**config.mk**
```make
export PLATFORM = sky130hd
export DESIGN_NAME = tone_timer_irq
export DESIGN_NICKNAME = d
export VERILOG_FILES = /design/src/rtl/tti_pkg.sv /design/src/rtl/tti_tone_chan.sv /design/src/rtl/tti_fixed_div.sv /design/src/rtl/tti_irq_ctrl.sv /design/src/rtl/tone_timer_irq.sv
export SDC_FILE = /design/constraint.sdc
export NUM_CORES = 1
export LEC_CHECK = 0
export BUFFER_PORTS_ARGS = -buffer_cell sky130_fd_sc_hd__buf_2
export CELL_PAD_IN_SITES_DETAIL_PLACEMENT = 2
export CELL_PAD_IN_SITES_GLOBAL_PLACEMENT = 2
export CORE_AREA = 5 5 122 124
export CTS_BUF_LIST = sky130_fd_sc_hd__clkbuf_4 sky130_fd_sc_hd__clkbuf_8 sky130_fd_sc_hd__clkbuf_16
export DETAILED_ROUTE_END_ITERATION = 8
export DIE_AREA = 0 0 127 129
export PLACE_DENSITY_LB_ADDON = 0.1
export SYNTH_ARGS = -nofsm -noshare
export SYNTH_HDL_FRONTEND = slang
export SYNTH_SLANG_ARGS = --single-unit
```
**constraint.sdc**
```tcl
create_clock -name clk -period 2.9 [get_ports clk]
set_input_delay 0.435 -clock clk [delete_from_list [all_inputs] [get_ports clk]]
set_output_delay 0.435 -clock clk [all_outputs]
set_load 0.02 [all_outputs]
```
**src/rtl/tti_pkg.sv**
```systemverilog
// Shared types and register addresses for the tone timer interrupt unit.
package tti_pkg;
    typedef enum logic [1:0] {
        SRC_FAST = 2'd0,
        SRC_SLOW = 2'd1,
        SRC_CH0  = 2'd2,
        SRC_CH1  = 2'd3
    } irq_src_e;

    localparam logic [7:0] ADDR_PER_BASE = 8'hA0;
    localparam logic [7:0] ADDR_CTRL     = 8'hA7;
    localparam logic [7:0] ADDR_IRQ      = 8'hB4;
    localparam logic [7:0] CTRL_RESET    = 8'h07;
    localparam int         NUM_CH        = 3;
endpackage

```
**src/rtl/tti_tone_chan.sv**
```systemverilog
// One tone channel: a down-counter reloaded from its period and a square-wave
// flip-flop that flips on every wrap. Assumes tick is a one-cycle enable.
// A held channel loads its period on every cycle and drives its output low.
module tti_tone_chan #(
    parameter int PERIOD_W = 12
) (
    input  logic                clk,
    input  logic                rst_n,
    input  logic                tick,
    input  logic                hold,
    input  logic [PERIOD_W-1:0] period,
    output logic                tone,
    output logic                wrap
);
    logic [PERIOD_W-1:0] cnt_q;

    // Wrap pulse: the tick that finds a running counter at zero.
    assign wrap = tick && !hold && (cnt_q == '0);

    // Counter: preload while held, count down on tick, reload after zero.
    always_ff @(posedge clk) begin
        if (!rst_n) begin
            cnt_q <= '0;
        end else if (hold) begin
            cnt_q <= period;
        end else if (tick) begin
            if (cnt_q == '0) cnt_q <= period;
            else             cnt_q <= cnt_q - 1'b1;
        end
    end

    // Output flip-flop: forced low while held, flipped on each wrap.
    always_ff @(posedge clk) begin
        if (!rst_n)     tone <= 1'b0;
        else if (hold)  tone <= 1'b0;
        else if (wrap)  tone <= ~tone;
    end

    a_r4_hold_forces_low: assert property (@(posedge clk) disable iff (!rst_n)
        hold |=> !tone);
    a_r4_hold_keeps_period: assert property (@(posedge clk) disable iff (!rst_n)
        hold |=> cnt_q == $past(period));
    a_r3_idle_without_tick: assert property (@(posedge clk) disable iff (!rst_n)
        (!tick && !hold) |=> ($stable(cnt_q) && $stable(tone)));
    a_r2_step_down: assert property (@(posedge clk) disable iff (!rst_n)
        (tick && !hold && cnt_q != '0) |=> cnt_q == $past(cnt_q) - 1'b1);
    a_r2_reload_after_wrap: assert property (@(posedge clk) disable iff (!rst_n)
        wrap |=> (cnt_q == $past(period) && tone != $past(tone)));
endmodule

```
**src/rtl/tti_fixed_div.sv**
```systemverilog
// Free-running fixed divider: counts RELOAD..0 on tick and pulses on the tick
// that finds zero, giving one event every RELOAD+1 ticks.
module tti_fixed_div #(
    parameter int RELOAD = 249
) (
    input  logic clk,
    input  logic rst_n,
    input  logic tick,
    output logic evt
);
    localparam int W = $clog2(RELOAD + 1);

    logic [W-1:0] cnt_q;

    // Event pulse on the zero-state tick.
    assign evt = tick && (cnt_q == '0);

    // Divider counter with reload at zero.
    always_ff @(posedge clk) begin
        if (!rst_n)      cnt_q <= W'(RELOAD);
        else if (evt)    cnt_q <= W'(RELOAD);
        else if (tick)   cnt_q <= cnt_q - 1'b1;
    end

    a_r7_reload: assert property (@(posedge clk) disable iff (!rst_n)
        evt |=> cnt_q == W'(RELOAD));
    a_r7_bounded: assert property (@(posedge clk) disable iff (!rst_n)
        cnt_q <= W'(RELOAD));
    a_r3_div_idle: assert property (@(posedge clk) disable iff (!rst_n)
        !tick |=> $stable(cnt_q));
endmodule

```
**src/rtl/tti_irq_ctrl.sv**
```systemverilog
// Interrupt source selection, status toggle and sticky request latch.
// Assumes all event inputs are one-cycle pulses; set wins over clear.
module tti_irq_ctrl
    import tti_pkg::*;
(
    input  logic     clk,
    input  logic     rst_n,
    input  logic     evt_fast,
    input  logic     evt_slow,
    input  logic     wrap0,
    input  logic     wrap1,
    input  irq_src_e src,
    input  logic     enable,
    input  logic     clear,
    output logic     status,
    output logic     pending,
    output logic     irq
);
    logic evt;

    // Event mux driven by the source selector.
    always_comb begin
        unique case (src)
            SRC_FAST: evt = evt_fast;
            SRC_SLOW: evt = evt_slow;
            SRC_CH0:  evt = wrap0;
            default:  evt = wrap1;
        endcase
    end

    // Status bit flips on every selected event.
    always_ff @(posedge clk) begin
        if (!rst_n)   status <= 1'b0;
        else if (evt) status <= ~status;
    end

    // Sticky request: cleared by software, set by an enabled event.
    always_ff @(posedge clk) begin
        if (!rst_n) pending <= 1'b0;
        else        pending <= (pending && !clear) || (evt && enable);
    end

    assign irq = pending && enable;

    a_r8_toggle_on_event: assert property (@(posedge clk) disable iff (!rst_n)
        evt |=> status != $past(status));
    a_r8_steady_otherwise: assert property (@(posedge clk) disable iff (!rst_n)
        !evt |=> $stable(status));
    a_r9_no_set_when_disabled: assert property (@(posedge clk) disable iff (!rst_n)
        (!enable && !pending) |=> !pending);
    a_r10_clear_works: assert property (@(posedge clk) disable iff (!rst_n)
        (clear && !(evt && enable)) |=> !pending);
    a_r10_set_wins: assert property (@(posedge clk) disable iff (!rst_n)
        (evt && enable) |=> pending);
endmodule

```
**src/rtl/tone_timer_irq.sv**
```systemverilog
// Top of the tone timer interrupt unit: byte register file, three tone
// channels, two fixed dividers and the interrupt controller.
// Assumes PERIOD_W between 9 and 16; high period bytes keep PERIOD_W-8 bits.
module tone_timer_irq
    import tti_pkg::*;
#(
    parameter int PERIOD_W    = 12,
    parameter int FAST_RELOAD = 249,
    parameter int SLOW_RELOAD = 4999
) (
    input  logic       clk,
    input  logic       rst_n,
    input  logic       tick,
    input  logic       wr_en,
    input  logic [7:0] wr_addr,
    input  logic [7:0] wr_data,
    output logic [2:0] tone_out,
    output logic       irq_status,
    output logic       irq_pending,
    output logic       irq
);
    localparam int HI_W = PERIOD_W - 8;

    logic [7:0]      per_lo_q [NUM_CH];
    logic [HI_W-1:0] per_hi_q [NUM_CH];
    logic [7:0]      ctrl_q;
    logic            irq_en_q;
    logic [NUM_CH-1:0] wrap;
    logic            evt_fast;
    logic            evt_slow;
    logic            irq_clear;

    // Register writes: period bytes, control byte and interrupt enable.
    always_ff @(posedge clk) begin
        if (!rst_n) begin
            for (int i = 0; i < NUM_CH; i++) begin
                per_lo_q[i] <= '0;
                per_hi_q[i] <= '0;
            end
            ctrl_q   <= CTRL_RESET;
            irq_en_q <= 1'b0;
        end else if (wr_en) begin
            for (int i = 0; i < NUM_CH; i++) begin
                if (wr_addr == ADDR_PER_BASE + 8'(2 * i))
                    per_lo_q[i] <= wr_data;
                if (wr_addr == ADDR_PER_BASE + 8'(2 * i + 1))
                    per_hi_q[i] <= wr_data[HI_W-1:0];
            end
            if (wr_addr == ADDR_CTRL) ctrl_q   <= wr_data;
            if (wr_addr == ADDR_IRQ)  irq_en_q <= wr_data[0];
        end
    end

    // Clear strobe for the sticky request.
    assign irq_clear = wr_en && (wr_addr == ADDR_IRQ) && wr_data[1];

    for (genvar g = 0; g < NUM_CH; g++) begin : g_chan
        tti_tone_chan #(.PERIOD_W(PERIOD_W)) u_chan (
            .clk    (clk),
            .rst_n  (rst_n),
            .tick   (tick),
            .hold   (ctrl_q[g]),
            .period ({per_hi_q[g], per_lo_q[g]}),
            .tone   (tone_out[g]),
            .wrap   (wrap[g])
        );
    end

    tti_fixed_div #(.RELOAD(FAST_RELOAD)) u_fast (
        .clk   (clk),
        .rst_n (rst_n),
        .tick  (tick),
        .evt   (evt_fast)
    );

    tti_fixed_div #(.RELOAD(SLOW_RELOAD)) u_slow (
        .clk   (clk),
        .rst_n (rst_n),
        .tick  (tick),
        .evt   (evt_slow)
    );

    tti_irq_ctrl u_irq (
        .clk      (clk),
        .rst_n    (rst_n),
        .evt_fast (evt_fast),
        .evt_slow (evt_slow),
        .wrap0    (wrap[0]),
        .wrap1    (wrap[1]),
        .src      (irq_src_e'(ctrl_q[6:5])),
        .enable   (irq_en_q),
        .clear    (irq_clear),
        .status   (irq_status),
        .pending  (irq_pending),
        .irq      (irq)
    );

    a_r11_ctrl_only_by_a7: assert property (@(posedge clk) disable iff (!rst_n)
        !(wr_en && wr_addr == ADDR_CTRL) |=> $stable(ctrl_q));
    a_r11_enable_only_by_b4: assert property (@(posedge clk) disable iff (!rst_n)
        !(wr_en && wr_addr == ADDR_IRQ) |=> $stable(irq_en_q));
    a_r5_held_no_wrap: assert property (@(posedge clk) disable iff (!rst_n)
        $countones(wrap & ctrl_q[NUM_CH-1:0]) == 0);
    a_r9_irq_gated: assert property (@(posedge clk) disable iff (!rst_n)
        irq |-> (irq_pending && irq_en_q));
endmodule

```
==> impl_metrics.py <==
metrics = {
    "worst_setup_path": {
        "worstSetupStartpointType": "flop",
        "startpoint": "g_chan[0].u_chan.cnt_q[0]",
        "r2r_slack_ns": 0.63,
        "crit_fanout": 8,
        "cp-end-kind": "flop",
        "crit_arrival_ns": 2.59,
        "cp.required_ns": 3.22,
        "worstReg2RegStart": "g_chan[0].u_chan.cnt_q[0]",
        "path_class": "flop to flop",
        "worstRegToRegCells": 7,
        "rr_endpoint": "g_chan[0].u_chan.cnt_q[4]",
        "crit_end": "g_chan[0].u_chan.cnt_q[4]",
    },
    "timing": {
        "tightestPinTransition_ns": 0.967,
        "rsz0062_at_grt": "no",
        "max_slew_margin_pct": 35.0,
        "fin_skew_ns": 0.00962,
        "setup_tns_ns": 0,
        "min_period_ns": 2.27,
        "finalWorstSetupSlack_ns": 0.632,
        "hold_viol": 0,
        "setup_viol": 0,
        "max_freq_mhz": 441,
        "hold_ws_ns": 0.331,
        "drv_slew": 0,
        "period_share_pct": 78.2,
    },
    "clock_network": {
        "htreeDepth": 3,
        "clk_latency_ns": 0.37,
        "hold_buffers": 0,
        "post_cts_resized": 0,
        "clock_tree.root_cell": "clkbuf_16",
        "cts_buffer_depth": 2,
        "cts_buffers": 9,
        "clock-sinks": 104,
        "path_clk_slew_ns": 0.08,
        "cts_setup_buffers": 0,
        "cts_tree": "built",
    },
    "cells_and_area": {
        "seq_area_um2": 2440,
        "layout_common_cells": "dfxtp_1, nand2_1, nor2_1, edfxtp_1",
        "diodes": 0,
        "num-nets-final": 619,
        "nFillCells": 1487,
        "drive_gt1_share_pct": 14.1,
        "final_common_cell": "dfxtp_1",
        "multi_input_area_um2": 2690,
        "area_growth_pct": 12.7,
    },
    "synthesis": {
        "async_flop_share_pct": 0,
        "ys_seq_elements": 104,
        "synth_top_area_share_pct": 25.4,
        "yosysTopAreaCell": "dfxtp_1",
        "ys_warn_count": 0,
        "synth_ff_type": "dfxtp_1",
        "synth_enable_flop_cells": 36,
        "synth_cells": 565,
        "synth_nets": 595,
        "seq_area_frac_synth_pct": 45.6,
        "synth_area_um2": 5350,
        "avgSynthCellArea_um2": 9.47,
        "yosysUniqueCellTypes": 75,
        "synthTopCellsByArea": "dfxtp_1, edfxtp_1, nand2_1",
    },
    "grt": {
        "grt_usage_pct": 21.7,
        "grt_overflow": 0,
        "grt_first_pass_wirelength_mm": 27.6,
        "antenna_found_initial": 1,
        "grt_max_degree": 35,
        "grt_pass1_vias": 4887,
    },
    "power": {
        "max-vdd-ir-drop_v": 0.000304,
        "p_leak_nw": 2.24,
        "power.density_nw_per_um2": 545,
    },
    "placement": {
        "port-buffer-count": 25,
        "dpl.hpwl_mm": 12.2,
        "place_ws_ns": 0.594,
        "place.gp.congestion": 0.841,
    },
    "die": {
        "start_util_pct": 39.2,
        "die_x_um": 127,
        "pin_count": 26,
        "die_y_um": 129,
        "rows": 43,
        "dieArea_um2": 16400,
        "core_area_um2": 13700,
    },
    "routing": {
        "avgRoutedWirePerCell_um": 22.1,
        "drtIter0Drc": 250,
        "firstDrtPassIters": 4,
        "drc": 0,
        "num_vias": 4561,
        "viasPerCell": 5.89,
        "wl_mm": 17.1,
        "postRouteAntennaNets": 0,
    },
    "min_path": {
        "holdPathStages": 3,
        "hp-class": "input pin to flop",
    },
    "outcome": {
        "status": "complete, no violations",
    },
    "flow_run": {
        "cap_violations": 0,
    },
}
-- kinds of logic (layout without fill, tap and decap cells) --
group                    Yosys count  after routing  share of synthesized area, %
flip-flops                       104            104                          45.6
XOR/XNOR                          19             19                          3.11
buffers and inverters             56             85                          4.26
adder cells (fa/ha/maj)           10             10                          2.34
AO/OA/AOI/OAI                    119            119                          15.5
multiplexers                      21             21                          3.97
AND/OR/NAND/NOR                  236            236                          25.1
-- worst max-delay path, stage by stage, from the launching register on --
cell      delay (ns)
dfxtp_1         0.38
inv_1           0.13
ha_1            0.16
nor4b_2         0.50
a31oi_1         0.32
buf_4           0.27
a221oi_1        0.28
o31a_1          0.17
-- worst min-delay path by stage --
stage / startpoint / endpoint
global route: wr_data[6] / ctrl_q[6]
detailed placement: per_hi_q[0][2] / g_chan[0].u_chan.cnt_q[10]
floorplan: per_hi_q[0][2] / g_chan[0].u_chan.cnt_q[10]
global placement: g_chan[1].u_chan.tone / g_chan[1].u_chan.tone
CTS: wr_data[6] / ctrl_q[6]
finish: wr_data[6] / ctrl_q[6]
-- state kept, by name, indices dropped and copies added, names as in the netlist --
register	flops
ctrl_q	5
g_chan.u_chan.cnt_q	36
g_chan.u_chan.tone	3
irq_en_q	1
per_hi_q	12
per_lo_q	24
u_fast.cnt_q	8
u_irq.pending	1
u_irq.status	1
u_slow.cnt_q	13
-- metrics by stage --
step / util [%] / instances / power, mW / instance area (µm²)
6_report: 44.1 / 774 / 3.29 / 6030
5_1_grt: 44.1 / 774 / 3.42 / 6030
4_1_cts: 44.1 / 774 / 3.32 / 6030
3_5_place_dp: 41.8 / 758 / 1.98 / 5720
3_3_place_gp: 41.8 / 758 / 1.97 / 5720
2_1_floorplan: - / 565 / 1.85 / 5350
-- final cells by class --
| type | instances | share of cell area [%] |
|---|---|---|
| Multi-Input combinational cell | 405 | 44.6 |
| Sequential cell | 104 | 40.5 |
| Timing Repair Buffer | 44 | 4.44 |
| Clock buffer | 9 | 3.74 |
| Tap cell | 180 | 3.74 |
| Inverter | 25 | 1.56 |
| Clock inverter | 7 | 1.45 |
-- synthesized netlist by cell type, drive strengths merged (5+ instances only) --
cell type	number
a211oi	5
a21oi	22
a31oi	6
a41oi	5
and2	15
and3	6
and4	5
buf	9
clkbuf	22
dfxtp	68
edfxtp	36
ha	10
inv	24
mux2i	19
nand2	57
nand2b	7
nand3	16
nand4	11
nor2	40
nor3	14
nor3b	6
nor4	15
nor4b	6
o21ai	26
o22ai	8
or3	8
or4	6
xnor2	10
xor2	9
-- metal layers --
layer | global-route usage (%) | wire (µm)
met3 | 4.61 | 662
met5 | 0 | 13
met4 | 6.69 | 313
met2 | 36.7 | 8530
met1 | 28.0 | 7620
-- where the power goes --
part / leakage, nW / switching, mW / internal (mW)
sequential: 0.901 / 0.0689 / 1.57
combinational: 1.19 / 0.196 / 0.125
clock: 0.148 / 0.640 / 0.690
(Power assumes the default switching activity.)
